$ cat src/rtl/wdog_pkg.sv
package wdog_pkg;
    localparam int unsigned REG_W  = 16;
    localparam int unsigned PRE_W  = 8;
    localparam int unsigned ADDR_W = 4;

    // control bit positions
    localparam int unsigned CTL_RST_BIT = 0;
    localparam int unsigned CTL_IRQ_BIT = 2;
    localparam int unsigned CTL_DIV_LO  = 3;
    localparam int unsigned CTL_RUN_BIT = 5;
    localparam int unsigned CTL_PRE_LO  = 8;

    localparam logic [ADDR_W-1:0] OFS_CTRL = 4'h0;
    localparam logic [ADDR_W-1:0] OFS_RELD = 4'h4;
    localparam logic [ADDR_W-1:0] OFS_CNT  = 4'h8;
    localparam logic [ADDR_W-1:0] OFS_ACK  = 4'hC;

    localparam logic [REG_W-1:0] CTRL_INIT = REG_W'(16'h0021);

    typedef struct packed {
        logic [PRE_W-1:0] presc;
        logic [1:0]       div_sel;
        logic             run;
        logic             irq_en;
        logic             rst_en;
    } ctrl_t;

    function automatic ctrl_t decode_ctrl(input logic [REG_W-1:0] raw);
        ctrl_t c;
        c.presc   = raw[CTL_PRE_LO +: PRE_W];
        c.div_sel = raw[CTL_DIV_LO +: 2];
        c.run     = raw[CTL_RUN_BIT];
        c.irq_en  = raw[CTL_IRQ_BIT];
        c.rst_en  = raw[CTL_RST_BIT];
        return c;
    endfunction
endpackage

$ cat src/rtl/wdog_regs.sv
module wdog_regs
    import wdog_pkg::*;
#(
    parameter logic [REG_W-1:0] CNT_INIT = REG_W'(16'h8000)
) (
    input  logic              clk,
    input  logic              rst_n,
    input  logic              wr_en,
    input  logic [ADDR_W-1:0] addr,
    input  logic [REG_W-1:0]  wdata,
    input  logic [REG_W-1:0]  cnt,
    input  logic              expire,
    output ctrl_t             ctrl,
    output logic [REG_W-1:0]  reload,
    output logic              cnt_we,
    output logic              irq,
    output logic [REG_W-1:0]  rdata
);
    typedef struct packed {
        logic [REG_W-1:0] ctrl_raw;
        logic [REG_W-1:0] reload;
        logic             irq;
    } regs_t;

    regs_t s_d, s_q;

    always_comb begin
        s_d = s_q;
        if (wr_en) begin
            unique case (addr)
                OFS_CTRL: s_d.ctrl_raw = wdata;
                OFS_RELD: s_d.reload   = wdata;
                OFS_ACK:  s_d.irq      = 1'b0;
                default:  ;
            endcase
        end
        if (expire && decode_ctrl(s_q.ctrl_raw).irq_en) begin
            s_d.irq = 1'b1;
        end
    end

    always_ff @(posedge clk or negedge rst_n) begin
        if (!rst_n) begin
            s_q.ctrl_raw <= CTRL_INIT;
            s_q.reload   <= CNT_INIT;
            s_q.irq      <= 1'b0;
        end else begin
            s_q <= s_d;
        end
    end

    always_comb begin
        unique case (addr)
            OFS_CTRL: rdata = s_q.ctrl_raw;
            OFS_RELD: rdata = s_q.reload;
            OFS_CNT:  rdata = cnt;
            default:  rdata = '0;
        endcase
    end

    assign ctrl   = decode_ctrl(s_q.ctrl_raw);
    assign reload = s_q.reload;
    assign irq    = s_q.irq;
    assign cnt_we = wr_en && (addr == OFS_CNT);
endmodule

$ cat src/rtl/wdog_tick.sv
module wdog_tick
    import wdog_pkg::*;
#(
    parameter int unsigned DIV_BASE = 16
) (
    input  logic             clk,
    input  logic             rst_n,
    input  logic             run,
    input  logic             restart,
    input  logic [PRE_W-1:0] presc,
    input  logic [1:0]       div_sel,
    output logic             tick
);
    localparam int unsigned DIV_W = $clog2(DIV_BASE * 8);

    typedef struct packed {
        logic [PRE_W-1:0] pc;
        logic [DIV_W-1:0] dc;
    } phase_t;

    phase_t s_d, s_q;
    logic [DIV_W-1:0] div_last;
    logic             pre_hit;

    always_comb begin
        unique case (div_sel)
            2'd0:    div_last = DIV_W'(DIV_BASE - 1);
            2'd1:    div_last = DIV_W'(DIV_BASE * 2 - 1);
            2'd2:    div_last = DIV_W'(DIV_BASE * 4 - 1);
            default: div_last = DIV_W'(DIV_BASE * 8 - 1);
        endcase
    end

    assign pre_hit = run && (s_q.pc == presc);
    assign tick    = pre_hit && (s_q.dc >= div_last);

    always_comb begin
        s_d = s_q;
        if (restart || !run) begin
            s_d.pc = '0;
            s_d.dc = '0;
        end else if (pre_hit) begin
            s_d.pc = '0;
            s_d.dc = (s_q.dc >= div_last) ? '0 : s_q.dc + DIV_W'(1);
        end else begin
            s_d.pc = s_q.pc + PRE_W'(1);
        end
    end

    always_ff @(posedge clk or negedge rst_n) begin
        if (!rst_n) begin
            s_q <= '0;
        end else begin
            s_q <= s_d;
        end
    end
endmodule

$ cat src/rtl/wdog_count.sv
module wdog_count
    import wdog_pkg::*;
#(
    parameter logic [REG_W-1:0] CNT_INIT = REG_W'(16'h8000)
) (
    input  logic             clk,
    input  logic             rst_n,
    input  logic             tick,
    input  logic             load_we,
    input  logic [REG_W-1:0] load_val,
    input  logic [REG_W-1:0] reload,
    output logic [REG_W-1:0] cnt,
    output logic             expire
);
    typedef struct packed {
        logic [REG_W-1:0] cnt;
    } cnt_t;

    cnt_t s_d, s_q;

    assign expire = tick && !load_we && (s_q.cnt <= REG_W'(1));

    always_comb begin
        s_d = s_q;
        if (load_we) begin
            s_d.cnt = load_val;
        end else if (tick) begin
            s_d.cnt = (s_q.cnt <= REG_W'(1)) ? reload : s_q.cnt - REG_W'(1);
        end
    end

    always_ff @(posedge clk or negedge rst_n) begin
        if (!rst_n) begin
            s_q.cnt <= CNT_INIT;
        end else begin
            s_q <= s_d;
        end
    end

    assign cnt = s_q.cnt;
endmodule

$ cat src/rtl/wdog_rstgen.sv
module wdog_rstgen #(
    parameter int unsigned RST_LEN = 128
) (
    input  logic clk,
    input  logic rst_n,
    input  logic fire,
    output logic pulse
);
    localparam int unsigned RW = $clog2(RST_LEN + 1);

    typedef struct packed {
        logic [RW-1:0] remain;
    } pulse_t;

    pulse_t s_d, s_q;

    always_comb begin
        s_d = s_q;
        if (fire) begin
            s_d.remain = RW'(RST_LEN);
        end else if (s_q.remain != '0) begin
            s_d.remain = s_q.remain - RW'(1);
        end
    end

    always_ff @(posedge clk or negedge rst_n) begin
        if (!rst_n) begin
            s_q <= '0;
        end else begin
            s_q <= s_d;
        end
    end

    assign pulse = (s_q.remain != '0);
endmodule

$ cat src/rtl/wdog_timer.sv
module wdog_timer
    import wdog_pkg::*;
#(
    parameter int unsigned      RST_LEN  = 128,
    parameter int unsigned      DIV_BASE = 16,
    parameter logic [REG_W-1:0] CNT_INIT = REG_W'(16'h8000)
) (
    input  logic              clk,
    input  logic              rst_n,
    input  logic              wr_en,
    input  logic [ADDR_W-1:0] addr,
    input  logic [REG_W-1:0]  wdata,
    output logic [REG_W-1:0]  rdata,
    output logic              wdt_rst,
    output logic              wdt_irq
);
    ctrl_t            ctrl_w;
    logic [REG_W-1:0] reload_w;
    logic [REG_W-1:0] cnt_w;
    logic             kick_w;
    logic             tick_w;
    logic             expire_w;
    logic             run_w;
    logic             rst_en_w;
    logic             irq_en_w;

    assign run_w    = ctrl_w.run;
    assign rst_en_w = ctrl_w.rst_en;
    assign irq_en_w = ctrl_w.irq_en;

    wdog_regs #(.CNT_INIT(CNT_INIT)) u_regs (
        .clk    (clk),
        .rst_n  (rst_n),
        .wr_en  (wr_en),
        .addr   (addr),
        .wdata  (wdata),
        .cnt    (cnt_w),
        .expire (expire_w),
        .ctrl   (ctrl_w),
        .reload (reload_w),
        .cnt_we (kick_w),
        .irq    (wdt_irq),
        .rdata  (rdata)
    );

    wdog_tick #(.DIV_BASE(DIV_BASE)) u_tick (
        .clk     (clk),
        .rst_n   (rst_n),
        .run     (run_w),
        .restart (kick_w),
        .presc   (ctrl_w.presc),
        .div_sel (ctrl_w.div_sel),
        .tick    (tick_w)
    );

    wdog_count #(.CNT_INIT(CNT_INIT)) u_count (
        .clk      (clk),
        .rst_n    (rst_n),
        .tick     (tick_w),
        .load_we  (kick_w),
        .load_val (wdata),
        .reload   (reload_w),
        .cnt      (cnt_w),
        .expire   (expire_w)
    );

    wdog_rstgen #(.RST_LEN(RST_LEN)) u_rstgen (
        .clk   (clk),
        .rst_n (rst_n),
        .fire  (expire_w && rst_en_w),
        .pulse (wdt_rst)
    );
endmodule

$ cat config.mk
export PLATFORM = sky130hd
export DESIGN_NAME = wdog_timer
export DESIGN_NICKNAME = d
export VERILOG_FILES = /design/src/rtl/wdog_pkg.sv /design/src/rtl/wdog_regs.sv /design/src/rtl/wdog_tick.sv /design/src/rtl/wdog_count.sv /design/src/rtl/wdog_rstgen.sv /design/src/rtl/wdog_timer.sv
export SDC_FILE = /design/constraint.sdc
export NUM_CORES = 1
export LEC_CHECK = 0
export ABC_CLOCK_PERIOD_IN_PS = 4700
export BUFFER_PORTS_ARGS = -buffer_cell sky130_fd_sc_hd__buf_4
export CORE_MARGIN = 4
export CORE_UTILIZATION = 53
export DETAILED_ROUTE_END_ITERATION = 7
export GPL_TIMING_DRIVEN = 0
export HOLD_SLACK_MARGIN = 0.15
export PLACE_DENSITY = 0.75
export SYNTH_ARGS = -nofsm -noshare
export SYNTH_HDL_FRONTEND = slang
export SYNTH_SLANG_ARGS = --single-unit
$ cat constraint.sdc
create_clock -name clk -period 4.7 [get_ports clk]
set_input_delay 0.235 -clock clk [delete_from_list [all_inputs] [get_ports clk]]
set_output_delay 0.235 -clock clk [all_outputs]
set_load 0.02 [all_outputs]
==> flow_metrics.tcl, run 1 <==
set metrics [dict create \
    run_status "completed" \
    asyncSetResetFlopFracSynth_pct 100.0 \
    synthesis.instances 421 \
    critical_path.max_stage_delay_ns 0.70 \
    grt_antenna_before_repair 0 \
    cts_sinks 72 \
    ys_seq_area_share_pct 44.46 \
    synth_top_cell_by_area "dfrtp_1" \
    grt_start_max_net_pins 73 \
    detailroute.via_count 3503 \
    place_area_um2 4488 \
    place_congestion 0.8820 \
    fin_skew_ns 0.005984 \
    drt_first_iter_violations 253 \
    nets 520 \
    ys_warn_count 0 \
    yosys.cell_count.top_type "dfrtp_1" \
    clock_path_buffers 2 \
    finalNonFillerCells 593 \
    timing.critical_path.to_type "primary output" \
    clock_latency_ns 0.36 \
    synth_area_leaders "dfrtp_1 (42%), mux2_2 (9.1%), nand2_1 (4.2%)" \
    grt_first_pass_wirelength_um 17140 \
    routed_wire_length_per_instance_um 17.81 \
    post-route-period-util_pct 54.06 \
    numPlacedInstances 560 \
    num-fill-cells 605 \
    syn_to_final_growth_pct 18.72 \
    most_frequent_cells_after_synthesis "dfrtp_1 (68), nand2_1 (45), nor2_1 (40)" \
    min_period_ns 2.541 \
    critPathTopFamily "simple AND/OR/NAND/NOR gates" \
    placement_rows 31 \
    dominantRegCellSynth "dfrtp_1" \
    cts-htree-levels 3 \
    path_type_of_the_worst_setup_path "in -> out" \
    cts.clk_slew.worst_paths_ns 0.07 \
    post_synth_num_cell_types 44 \
    post-route-drc-count 0 \
    report.final.setup_viol 0 \
    drt-total-wl_um 10560 \
    post_synth_instance_area_um2 4064 \
    syn-mean-instance-area_um2 9.653 \
    ff_latch_count_synth 72 \
    synth_largest_type_area_fraction_pct 41.87 \
    placeableCoreArea_um2 7370 \
    track_usage_pct 24.63 \
    place_ws_ns 2.231 \
    final_core_util_pct 65.47 \
    die_area_um2 9133 \
    cp_data_arrival_time_ns 2.31 \
    cts_inserted_buffers 9 \
    ant_nets 0 \
    relSlewSlack_pct 39.52 \
    global_route.overflow_total 0 \
    drive_gt1_share_pct 21.05 \
    via_per_inst 5.907 \
    chipHeight_um 95.57 \
    final_max_slew_viol_count 0 \
    vdd_drop_max_mv 0.2134 \
    clock_tree.root_cell "clkbuf_8" \
    p_leak_nw 2.069 \
    grt_pass1_vias 3530 \
    power_density_nw_per_um2 385.9 \
    timing_worst_slew_pin_value_ns 0.9071 \
    finalWorstSetupSlack_ns 2.159 \
    total_non_filler_cell_area_in_the_finished_layout_um2 4825 \
    cp_cell_sequence "buf_4, nor3_1, and2_1, clkbuf_1, nand2_1, o21ai_0, buf_4" \
    design.portCount 41 \
    cp-start-kind "input pin" \
    grt_setup_unrepaired "no" \
    tritoncts_clock_tree "done" \
    maximum_capacitance_violations 0 \
    synth_edf_count 0 \
    worst-path-max-fanout 10 \
    cp.buffers_inverters 3 \
    critPathMostFrequentCell "buf_4" \
    detail_route.first_pass.iterations 6 \
    timing.hold.ws_ns 0.1864 \
    dieWidth_um 95.57 \
    n_antenna_cell 0 \
    hpwlAfterDp_um 7225 \
    initial_utilization_pct 55.14 \
    buffer_ports.inserted 40 \
    hold_violations 0 \
    hold_path_class "in -> reg" \
    mappedNetlistNets 452 \
    fin_setup_tns_ns 0 \
    timing.critical_path.required_ns 4.47 \
    critPathSlowestCell "nor3_1" \
    timing.fmax_mhz 393.6 \
    power.total_mw 1.862 \
]
## routing by layer
| layer | wire [um] | track usage, % | share of wire, % | up-vias |
|---|---|---|---|---|
| li1 | - | - | - | 1646 |
| met1 | 4604 | 33.37 | 44 | 1686 |
| met2 | 4951 | 37.52 | 47 | 147 |
| met3 | 765 | 6.551 | 7.2 | 24 |
| met4 | 239 | 9.716 | 2.3 | 0 |
| met5 | 0 | 0 | 0 | - |
## worst reg2reg max path, cell delays in order, from the launching register on
cell and delay [ns]:
dfrtp_1 0.40, nand2_1 0.07, ha_1 0.29, nand3_1 0.08, or3_1 0.35, a21oi_1 0.32
clkbuf_1 0.47, a2bb2oi_1 0.24, o21ai_1 0.09
## power breakdown
| part | total, mW | leakage, nW | switching (mW) | internal (mW) |
|---|---|---|---|---|
| clock | 0.436 | 0.0834 | 0.231 | 0.205 |
| combinational | 0.493 | 1.10 | 0.246 | 0.247 |
| sequential | 0.933 | 0.883 | 0.164 | 0.768 |
## sequential cells by signal (all words and copies together) (netlist names)
| signal | flops |
|---|---|
| u_regs.s_q | 3 |
| u_regs.irq | 1 |
| u_regs.reload | 16 |
| u_tick.s_q | 15 |
| u_count.cnt | 16 |
| u_regs.ctrl | 13 |
| u_rstgen.s_q | 8 |
## cell usage in the layout, fill, tap and decap left out, types with 11 or more instances in the layout
cell / count
dfrtp_1: 68
nand2_1: 45
buf_4: 41
nor2_1: 40
mux2_2: 33
a21oi_1: 31
xor2_1: 19
clkbuf_1: 18
dlygate4sd3_1: 17
o21ai_0: 16
nand3_1: 16
o211ai_1: 12
xnor2_1: 11
## path summary, 6_finish.rpt
path                            slack [ns]  depth (start not counted)                          end                       start
worst max-delay path                  2.16                          7                     rdata[2]                     addr[1]
max in group asynchronous             3.58                          2   u_regs.ctrl[1]$_DFFE_PN0P_                       rst_n
worst max register to register        2.24                          8   u_count.cnt[5]$_DFFE_PN0P_  u_regs.ctrl[4]$_DFFE_PN0P_
worst min-delay path                  0.19                          3       u_regs.irq$_DFFE_PN0P_                       wr_en
min in group asynchronous             0.55                          2  u_rstgen.s_q[0]$_DFFE_PN0P_                       rst_n
worst min register to register        0.50                          1       u_regs.irq$_DFFE_PN0P_      u_regs.irq$_DFFE_PN0P_
## area by class of cell
class                           count  area [um2]  share of cell area, %
Multi-Input combinational cell    321        2143                  44.42
Sequential cell                    72        1807                  37.45
Timing Repair Buffer               57       470.5                  9.751
Clock buffer                       13       148.9                  3.086
Tap cell                           99       123.9                  2.567
Buffer                             20       83.83                  1.738
Inverter                            8       30.03                 0.6224
Clock inverter                      3       17.52                 0.3631
## timing repair
| item | CTS | global route |
|---|---|---|
| endpoints found under the setup margin | 0 | 0 |
| hold buffers | 17 | 0 |
| buffers inserted | 0 | 0 |
| endpoints found under the hold margin | 107 | 0 |
| gates resized for setup | 0 | 0 |
## logic make-up after synthesis
group / share of synthesized area, %
fa+ha+maj: 2.463
buf+inv: 2.802
compound gates: 14.26
mux: 10.13
simple gates: 19.43
xor+xnor: 6.465
flops: 44.46
No activity file was read; power rests on OpenSTA's default activity.
==> run 2: changes to the inputs <==
Settings changed: ABC_CLOCK_PERIOD_IN_PS 4700 to 2250, PLACE_DENSITY 0.75 to 0.78.
Clock period 4.7 ns to 2.25 ns, I/O delays scaled along.
==> flow_metrics.tcl, run 2 (synthesized netlist as in run 1, its figures left out) <==
set metrics [dict create \
    drive_gt1_share_pct 25.60 \
    initial_utilization_pct 55.14 \
    timing.critical_path.required_ns 2.48 \
    final_core_util_pct 68.00 \
    run_status "completed" \
    hpwlAfterDp_um 7177 \
    worst-path-max-fanout 10 \
    timing_worst_slew_pin_value_ns 0.9099 \
    sequentialPowerShare_pct 47.9 \
    comb_power_share_pct 27.5 \
    hold_path_class "in -> async" \
    grt_start_max_net_pins 73 \
    cts_inserted_buffers 9 \
    grt_antenna_before_repair 0 \
    fin_skew_ns 0.004967 \
    dieWidth_um 95.57 \
    grt_first_pass_wirelength_um 17200 \
    chipHeight_um 95.57 \
    path_type_of_the_worst_setup_path "reg -> reg" \
    tritoncts_clock_tree "done" \
    switchingPower_mw 1.395 \
    critical_path.startpoint "u_count.cnt[3]$_DFFE_PN0P_" \
    n_antenna_cell 0 \
    place_congestion 0.9019 \
    placement_rows 31 \
    intPower_mw 2.681 \
    relSlewSlack_pct 39.34 \
    drt-total-wl_um 10750 \
    vdd_drop_max_mv 0.4544 \
    cts_sinks 72 \
    hold_violations 0 \
    min_period_ns 2.184 \
    reg2reg_from "u_count.cnt[3]$_DFFE_PN0P_" \
    power_density_nw_per_um2 813.3 \
    cp-start-kind "flop" \
    detail_route.first_pass.iterations 5 \
    maximum_capacitance_violations 0 \
    swShare_pct 34.23 \
    numPlacedInstances 560 \
    detailroute.via_count 3573 \
    fin_setup_tns_ns 0 \
    rrSetupSlack_ns 0.07 \
    ant_nets 0 \
    cts-htree-levels 3 \
    top_regs "u_count.cnt x16, u_regs.reload x16, u_tick.s_q x15" \
    timing.fmax_mhz 457.8 \
    clock_path_buffers 2 \
    p_leak_nw 2.139 \
    grt_pass1_vias 3597 \
    final_common_cell "dfrtp_1" \
    timing.critical_path.to_type "flop" \
    routed_wire_length_per_instance_um 17.82 \
    post-route-drc-count 0 \
    die_area_um2 9133 \
    nets 530 \
    cp_data_arrival_time_ns 2.42 \
    clock_tree.root_cell "clkbuf_8" \
    clock_latency_ns 0.36 \
    syn_to_final_growth_pct 23.31 \
    global_route.overflow_total 0 \
    design.portCount 41 \
    post-route-period-util_pct 97.09 \
    track_usage_pct 24.74 \
    cts.clk_slew.worst_paths_ns 0.08 \
    drt_first_iter_violations 294 \
    finalNonFillerCells 603 \
    clock_share_of_power_pct 24.6 \
    placeableCoreArea_um2 7370 \
    via_per_inst 5.925 \
    final_max_slew_viol_count 0 \
    num-fill-cells 566 \
    report.final.setup_viol 0 \
    grt_setup_unrepaired "yes" \
    power.total_mw 4.076 \
    mostFrequentLayoutCells "dfrtp_1 (68), buf_4 (48), nand2_1 (44)" \
    buffer_ports.inserted 40 \
]
## run 2: cell types whose count changed in the layout (fill, tap and decap cells not counted), moves of 2 or more
| cell | delta |
|---|---|
| a21oi_1 | -2 |
| and3_1 | -2 |
| and3_4 | +2 |
| buf_4 | +7 |
| buf_6 | +2 |
| clkbuf_1 | -5 |
| inv_1 | -2 |
| inv_2 | +2 |
| nor3_1 | -2 |
| nor3_2 | +2 |
## run 2: path summary, 6_finish.rpt
kind                                                 to  depth (start not counted)
setup reg to reg             u_count.cnt[0]$_DFFE_PN0P_                          8
hold / removal              u_rstgen.s_q[7]$_DFFE_PN0P_                          2
max in group asynchronous  u_regs.reload[7]$_DFFE_PN0P_                          2
min in group clk                 u_regs.irq$_DFFE_PN0P_                          4
hold reg to reg                  u_regs.irq$_DFFE_PN0P_                          1
setup / recovery             u_count.cnt[0]$_DFFE_PN0P_                          8
## run 2: final cells by class
class                      count  area (um2)  share of cell area, %
buffer                        20       96.34                  1.923
clock buffer                  10       127.6                  2.547
clock inverter                 6       60.06                  1.199
inverter                       8       30.03                 0.5993
multi-input combinational    321        2202                  43.94
sequential                    72        1807                  36.05
tap                           99       123.9                  2.472
timing repair buffer          67       564.3                  11.26
## run 2: per-layer routing
metal	vias to the layer above	GRT usage, %	share of wire (%)
met5	-	0	0
met4	0	8.294	1.9
met3	20	7.735	7.3
met2	149	39.14	48
met1	1743	32.17	42
li1	1661	-	-
## run 2: through the flow
step	hold WS (ns)	worst slack [ns]	area [um2]
after floorplan	-0.1831	0.08660	4064
after global placement	0.2959	-0.1080	4488
after detailed placement	0.2999	-0.1272	4488
after CTS	0.4133	-0.02296	4922
after global routing	0.4770	-0.04406	5011
final	0.4259	0.06555	5011
## run 2: worst max-delay path, cell delays in order, from the launching register on
cell and delay, ns:
dfrtp_1 0.36, buf_2 0.17, nor4_4 0.42, and3_4 0.27
and3_4 0.20, buf_6 0.14, mux2i_1 0.18, o211ai_1 0.12
nor3b_2 0.20
## run 2: power by group through the flow
stage	sequential [mW]	combinational [mW]	clock, mW
finish	1.95	1.12	1.00
global route	1.99	1.25	1.07
CTS	1.94	1.09	1.02
detailed placement	1.96	1.00	0
global placement	1.95	0.955	0
floorplan	1.87	0.760	0
## run 2: repair_timing
| action | in CTS | in global routing |
|---|---|---|
| endpoints found under the setup margin | 16 | 30 |
| hold buffers | 18 | 0 |
| endpoints found under the hold margin | 117 | 0 |
| resized for setup | 8 | 16 |
| buffers inserted | 6 | 3 |
| pin swaps | 4 | 5 |
==> run 3: changes to the inputs <==
Settings changed: REMOVE_ABC_BUFFERS set to 1.
==> flow_metrics.tcl, run 3 (synthesized netlist as in run 1, its figures left out) <==
set metrics [dict create \
    track_usage_pct 24.75 \
    cp-start-kind "flop" \
    drt-total-wl_um 10360 \
    drive_gt1_share_pct 26.79 \
    intPower_mw 2.845 \
    maximum_capacitance_violations 0 \
    min_period_ns 2.173 \
    timing.reg2reg.worst_path_depth 7 \
    syn_to_final_growth_pct 23.37 \
    routed_wire_length_per_instance_um 17.62 \
    timing.fmax_mhz 460.1 \
    final_max_slew_viol_count 0 \
    timing.hold.ws_ns 0.2260 \
    fin_setup_tns_ns 0 \
    sequential_cell_area_um2 1807 \
    cts-htree-levels 3 \
    timing_worst_slew_pin_value_ns 0.9134 \
    chipHeight_um 95.57 \
    global_route.overflow_total 0 \
    hpwlAfterDp_um 6430 \
    ant_nets 0 \
    dieWidth_um 95.57 \
    timing.hold.worst_path_depth 3 \
    path_type_of_the_worst_setup_path "reg -> out" \
    detail_route.first_pass.iterations 5 \
    clock_path_buffers 2 \
    cts_sinks 72 \
    hold_path_class "in -> reg" \
    comb_power_share_pct 25.8 \
    relSlewSlack_pct 39.10 \
    cts.clk_slew.worst_paths_ns 0.08 \
    critical_path.startpoint "u_rstgen.s_q[0]$_DFFE_PN0P_" \
    worst-path-max-fanout 3 \
    report.final.setup_viol 0 \
    via_per_inst 6.075 \
    clock_share_of_power_pct 27.7 \
    placement_rows 31 \
    n_antenna_cell 0 \
    use_met2_pct 40.65 \
    switchingPower_mw 1.392 \
    grt_first_pass_wirelength_um 17620 \
    grt_setup_unrepaired "yes" \
    timing.critical_path.to_type "primary output" \
    placeableCoreArea_um2 7370 \
    groute.layer.met3.usage_pct 6.630 \
    clock_latency_ns 0.35 \
    p_leak_nw 2.152 \
    vdd_drop_max_mv 0.5944 \
    fin_skew_ns 0.01415 \
    cts_inserted_buffers 9 \
    sequentialPowerShare_pct 46.5 \
    reg2reg_from "u_count.cnt[5]$_DFFE_PN0P_" \
    timing.critical_path.required_ns 2.14 \
    top_regs "u_count.cnt x16, u_regs.reload x16, u_tick.s_q x15" \
    initial_utilization_pct 55.14 \
    run_status "completed" \
    multi_input_area_um2 2230 \
    worstHoldStart "addr[2]" \
    place_ws_ns -1.149 \
    power_density_nw_per_um2 845.2 \
    die_area_um2 9133 \
    grt-busiest-layer "met2" \
    buffer_ports.inserted 40 \
    detailroute.via_count 3572 \
    grt_pass1_vias 3702 \
    swShare_pct 32.85 \
    place_congestion 0.9528 \
    drt_first_iter_violations 240 \
    grtUsageMet1_pct 31.39 \
    cp_data_arrival_time_ns 2.06 \
    grt_antenna_before_repair 0 \
    tritoncts_clock_tree "done" \
    post-route-period-util_pct 96.59 \
    nets 515 \
    final_common_cell "dfrtp_1" \
    num-fill-cells 556 \
    clock_tree.root_cell "clkbuf_8" \
    grt_start_max_net_pins 73 \
    finalWorstSetupSlack_ns 0.07674 \
    mostFrequentLayoutCells "dfrtp_1 (68), buf_4 (52), nand2_1 (44)" \
    post-route-drc-count 0 \
    design.portCount 41 \
    hold_violations 0 \
]
-- run 3: timing repair --
item	4_1_cts	5_1_grt
hold buffers	18	0
setup buffers	12	0
pin swaps	7	3
endpoints found under the hold margin	117	0
endpoints found under the setup margin	41	23
resized for setup	14	7
-- run 3: layout make-up --
class / instances / area share (%)
clock buffers: 11 / 3.020
clock inverters: 5 / 1.572
inverters: 8 / 0.5990
multi-input cells: 321 / 44.47
flip-flops and latches: 72 / 36.04
well taps: 99 / 2.471
repair buffers: 72 / 11.83
-- run 3: worst max-delay path: stages (launching register included) --
cell,delay [ns]
dfrtp_1,0.39
inv_2,0.09
ha_4,0.13
or3b_4,0.38
or3_4,0.35
nor3_4,0.15
inv_2,0.08
buf_6,0.13
-- run 3: metal layers --
layer  wire (um)  vias to the layer above
met4         204                        0
met3         821                       24
met2        5122                      157
li1            -                     1642
met5           0                        -
met1        4214                     1749
-- run 3: final timing paths --
check / endpoint / slack [ns]
min in group asynchronous: u_rstgen.s_q[2]$_DFFE_PN0P_ / 0.42
hold / removal: u_regs.irq$_DFFE_PN0P_ / 0.23
setup reg to reg: u_rstgen.s_q[5]$_DFFE_PN0P_ / 0.12
max in group asynchronous: u_count.cnt[13]$_DFFE_PN0P_ / 1.22
setup / recovery: wdt_rst / 0.08
hold reg to reg: u_regs.irq$_DFFE_PN0P_ / 0.52
-- run 3: metrics by stage --
step                      utilization (%)  std cells  power [mW]  instance area (um2)
after CTS                           67.62        588       4.212                 4984
after global routing                68.03        588       4.490                 5014
after floorplan                         -        401       2.615                 3980
after detailed placement            60.08        542       2.942                 4428
final                               68.03        588       4.237                 5014
after global placement              59.76        540       2.875                 4404
-- run 3: power by group through the flow --
| stage | registers [mW] | logic, mW | clock network [mW] |
|---|---|---|---|
| 5_1_grt | 2.01 | 1.23 | 1.24 |
| 6_report | 1.97 | 1.09 | 1.17 |
| 2_1_floorplan | 1.88 | 0.739 | 0 |
| 4_1_cts | 1.96 | 1.07 | 1.19 |
| 3_3_place_gp | 1.95 | 0.926 | 0 |
| 3_5_place_dp | 1.97 | 0.970 | 0 |
